$ cat src/rtl/hazard_bypass_ctl.sv
module hazard_bypass_ctl #(
  parameter int RW = 5
) (
  input  logic [RW-1:0] ex_src_a,
  input  logic [RW-1:0] ex_src_b,
  input  logic          ex_load,
  input  logic [RW-1:0] mem_dst,
  input  logic          mem_wr,
  input  logic [RW-1:0] wb_dst,
  input  logic          wb_wr,
  input  logic [RW-1:0] id_src_a,
  input  logic [RW-1:0] id_src_b,
  output logic [1:0]    byp_a,
  output logic [1:0]    byp_b,
  output logic          pc_en,
  output logic          ifid_en,
  output logic          bubble
);

  localparam logic [RW-1:0] R_ZERO = '0;
  localparam logic [1:0] SEL_RF  = 2'b00;
  localparam logic [1:0] SEL_MEM = 2'b10;
  localparam logic [1:0] SEL_WB  = 2'b01;

  logic mem_live, wb_live;
  assign mem_live = mem_wr && (mem_dst != R_ZERO);
  assign wb_live  = wb_wr  && (wb_dst  != R_ZERO);

  function automatic logic [1:0] pick(input logic [RW-1:0] src,
                                      input logic ml, input logic [RW-1:0] md,
                                      input logic wl, input logic [RW-1:0] wd);
    if (ml && md == src)      return SEL_MEM;
    else if (wl && wd == src) return SEL_WB;
    else                      return SEL_RF;
  endfunction

  assign byp_a = pick(ex_src_a, mem_live, mem_dst, wb_live, wb_dst);
  assign byp_b = pick(ex_src_b, mem_live, mem_dst, wb_live, wb_dst);

  logic hold;
  assign hold    = ex_load && ((ex_src_b == id_src_a) || (ex_src_b == id_src_b));
  assign pc_en   = !hold;
  assign ifid_en = !hold;
  assign bubble  = hold;

  always_comb begin
    a_r5_no_illegal_sel: assert (byp_a != 2'b11 && byp_b != 2'b11);
    a_r4_zero_src_a: assert (ex_src_a != R_ZERO || byp_a == SEL_RF);
    a_r4_zero_src_b: assert (ex_src_b != R_ZERO || byp_b == SEL_RF);
    a_r1_mem_needs_wr: assert (byp_a != SEL_MEM || (mem_wr && mem_dst == ex_src_a));
    a_r2_wb_needs_wr: assert (byp_a != SEL_WB || (wb_wr && wb_dst == ex_src_a));
    a_r6_mem_needs_wr_b: assert (byp_b != SEL_MEM || (mem_wr && mem_dst == ex_src_b));
    a_r3_wb_only_without_mem: assert (byp_b != SEL_WB || !(mem_wr && mem_dst == ex_src_b && mem_dst != R_ZERO));
    a_r7_hold_coherent: assert (pc_en == ifid_en && bubble == !pc_en);
    a_r8_hold_needs_load: assert (pc_en || ex_load);
  end

endmodule

$ cat config.mk
export PLATFORM = sky130hd
export DESIGN_NAME = hazard_bypass_ctl
export DESIGN_NICKNAME = d
export VERILOG_FILES = /design/src/rtl/hazard_bypass_ctl.sv
export SDC_FILE = /design/constraint.sdc
export NUM_CORES = 1
export LEC_CHECK = 0
export BUFFER_PORTS_ARGS = -buffer_cell sky130_fd_sc_hd__clkbuf_2
export CORE_AREA = 2 2 41 43
export DETAILED_ROUTE_END_ITERATION = 7
export DIE_AREA = 0 0 43 45
export PLACE_DENSITY = 0.65
export SETUP_SLACK_MARGIN = 0.02
export SYNTH_ARGS = -nofsm -noshare
export SYNTH_HDL_FRONTEND = slang
export SYNTH_SLANG_ARGS = --single-unit
$ cat constraint.sdc
create_clock -name vclk -period 2.45
set_clock_uncertainty 0.05 [all_clocks]
set_input_delay 0 -clock vclk [all_inputs]
set_output_delay 0 -clock vclk [all_outputs]
set_load 0.05 [all_outputs]
### Yosys cells after proc, flatten, opt, wreduce, memory -nomap -nowiden

Index checks and enable logic that the tools add are counted.

* eq/ne operators: 6
* muxes and demuxes: 4
* reduce and logical (&&, ||, !) cells: 11

Operators by type and width (count)
* equality test 5 bit: 6
* nonzero test 5 bit: 2
* logical AND 1 bit: 7
* two-way mux 2 bit: 2
* two-way mux 1 bit: 2
* zero test 1 bit: 1
* logical OR 1 bit: 1

* register bits: 0
* input bits: 33
* output and inout bits: 7
* word-level logic and storage cells: 21

### Depth between registers and ports, before layout

* depth in word-level cells: 5
* depth in mapped cells: 6
* gate-level depth less buffers: 4

### Least setup slack after synthesis

Ideal clock, no wire load.

* path kind: input port to output port
* start point: input port mem_dst[1]
* end point: output port byp_a[0]
* data arrival time: 1.877 ns
* required time: 2.400 ns
* slack: 0.523 ns
* stages: 4
* buffers on the path: 0
* path through: or4_1 > o21ai_2 > nor4_2 > nor4_2

* longest elaborated chain between the ends: 4
* elaborated cells between the ends (all ways): 5
* those cells by class: eq/ne (1); mux (1); reduce/logical (3)

Ends and longest elaborated chain
* start, declared: line 7 `input logic [RW-1:0] mem_dst,`
* nonzero test 5 bit: line 26 `assign mem_live = mem_wr && (mem_dst != R_ZERO);`
* logical AND 1 bit: line 26
* logical AND 1 bit *: line 32 `if (ml && md == src) return SEL_MEM;`
* two-way mux 2 bit *: line 32
* end, declared: line 13 `output logic [1:0] byp_a,`

Every way passes the cells marked *; elsewhere a longest branch is shown, timed or not.

### Final worst setup path

Ends and elaborated chain as after synthesis.

==> results.yml <==
floorplan:
  initial_core_util_pct: 28.4
  die_area_mm2: 0.00194
  die_w_um: 43
  io-pin-count: 40
  die_y_um: 45
  rows: 14
  fp.coreArea_mm2: 0.00147
route:
  drtIter0Drc: 1
  wl_um: 1130
  drc: 0
  ant_nets: 0
  wl_per_cell_um: 10.8
  via_per_inst: 4.57
  drtPass1Iterations: 2
  vias: 480
timing:
  rsz0062_at_grt: "no"
  maxSlewViolCount: 0
  max_clock_freq_ghz: 0.658
  period_share_pct: 62.1
  worst_pin_slew_ns: 0.344
  slew_headroom_pct: 76.9
  finalHoldViolCount: 0
  tns_ns: 0
  setup_viol: 0
  period_needed_ns: 1.52
placement:
  portBuffers: 40
  placed_cell_area_um2: 619
  dpl.hpwl_um: 1050
  place.gp.congestion: 0.750
global_routing:
  grt_pass1_vias: 426
  grt_start_max_net_pins: 5
  grt-ovfl-total: 0
  grt_pass1_wl_um: 1810
  grtUsageTotal_pct: 11.7
  antenna_found_initial: 0
cts:
  post_cts_resized: 0
  ctsHoldBuffers: 0
  post_cts_buffers: 0
critical_path:
  crit_family: "simple AND/OR/NAND/NOR gates"
  critPathLaunchType: "primary input"
  cp_max_fo: 3
  worstPathArrival_ns: 1.47
  cp.required_ns: 2.40
  slowest_stage: "or4_1"
  critical_path_class: "in -> out"
  cpPeakStageDelay_ns: 0.53
  path_buf_inv: 2
  path_cells: "clkbuf_2, or4_1, o21ai_2, nor4_2, nor4_2, clkbuf_2"
  cp-end-kind: "primary output"
power:
  power.total_uw: 113
  comb_power_share_pct: 100.0
  leakage_nw: 0.266
  power.density_mw_per_mm2: 182
  clockPowerShare_pct: 0
  seqPwrFrac_pct: 0
  internal-power_uw: 55.3
  swShare_pct: 50.9
  vdd_drop_max_v: 0.0000601
  switching_power_uw: 57.3
synthesis:
  yosys.area.top_type_share_pct: 50.3
  syn_avg_cell_area_um2: 7.88
  synthDistinctLibCells: 13
  synth_area_leader_cell: "xnor2_1"
  ys_seq_area_share_pct: 0
  synth_area_um2: 418
  syn_inst: 53
  ys_warn_count: 0
  ys_top_cells_by_area: "xnor2_1, xor2_1, nor4_2"
  synth_fp_nets: 86
worst_hold_path:
  hp-class: "in -> out"
  holdPathEnd: "pc_en"
  min-delay-start: "ex_load"
  whs_path_depth: 3
final_layout:
  insertedDiodeCount: 0
  final_common_cell: "clkbuf_2"
  mostFrequentLayoutCells: "clkbuf_2, xnor2_1, xor2_1"
  clkbuf_count: 0
  nFlopsAndLatches: 0
  drive_gt1_share_pct: 50.6
  n_fill_cell: 164
  area_growth_pct: 48.2
  fin_area_um2: 619
  final_nets: 124
  ff_latch_area_um2: 0
job:
  cap_viol_max_count: 0
run_status:
  status: "complete, no violations"
-- logic make-up after synthesis --
kind of cell | synth area share [%]
simple gates | 29.0
xor+xnor | 62.9
compound gates | 3.59
buf+inv | 4.49
-- metrics by stage --
stage                     setup WS (ns)  instances  hold slack [ns]  utilization [%]
after floorplan                   0.523         53            0.128                -
after global placement            0.933        105            0.315             42.1
after detailed placement          0.922        105            0.320             42.1
after CTS                         0.917        105            0.321             42.1
after global routing              0.806        105            0.342             42.1
final                             0.930        105            0.317             42.1
-- tightest hold or removal path, stage by stage --
cell and delay, ns:
clkbuf_2 0.08, nand2_1 0.05, clkbuf_2 0.23
-- synthesized netlist by cell type (all sizes together) --
cell type	number
nand3	2
o21ai	1
xor2	6
clkbuf	3
xnor2	24
nor2	1
or4	2
nand4	4
nor4	4
buf	1
and2	1
nand2	3
o22ai	1
-- worst max-delay path by stage --
stage          slack [ns]        to  cells after the start  startpoint
2_1_floorplan        0.52  byp_a[0]                      4  mem_dst[1]
3_3_place_gp         0.93  byp_a[0]                      6  mem_dst[1]
3_5_place_dp         0.92  byp_a[0]                      6  mem_dst[1]
4_1_cts              0.92  byp_a[0]                      6  mem_dst[1]
5_1_grt              0.81  byp_a[0]                      6  mem_dst[1]
6_report             0.93  byp_a[0]                      6  mem_dst[1]
-- layer usage --
layer | part of all wire [%] | GRT usage [%] | up-vias
met5 | 0 | 0 | -
met4 | 0 | 0 | 0
met3 | 5.5 | 0 | 0
met2 | 49 | 21.8 | 18
met1 | 45 | 16.4 | 206
li1 | - | - | 256
-- cell type report --
class | count | area (um2) | share of cell area [%]
multi-input cells | 49 | 399 | 64.4
well taps | 16 | 20.0 | 3.23
repair buffers | 40 | 200 | 32.3
-- power by group through the flow --
stage          sequential [mW]  combinational [mW]  clock [mW]
2_1_floorplan                0              0.0683           0
5_1_grt                      0               0.125           0
4_1_cts                      0               0.114           0
6_report                     0               0.113           0
3_3_place_gp                 0               0.113           0
3_5_place_dp                 0               0.114           0
Note: power is estimated with default switching activity, not from simulation.
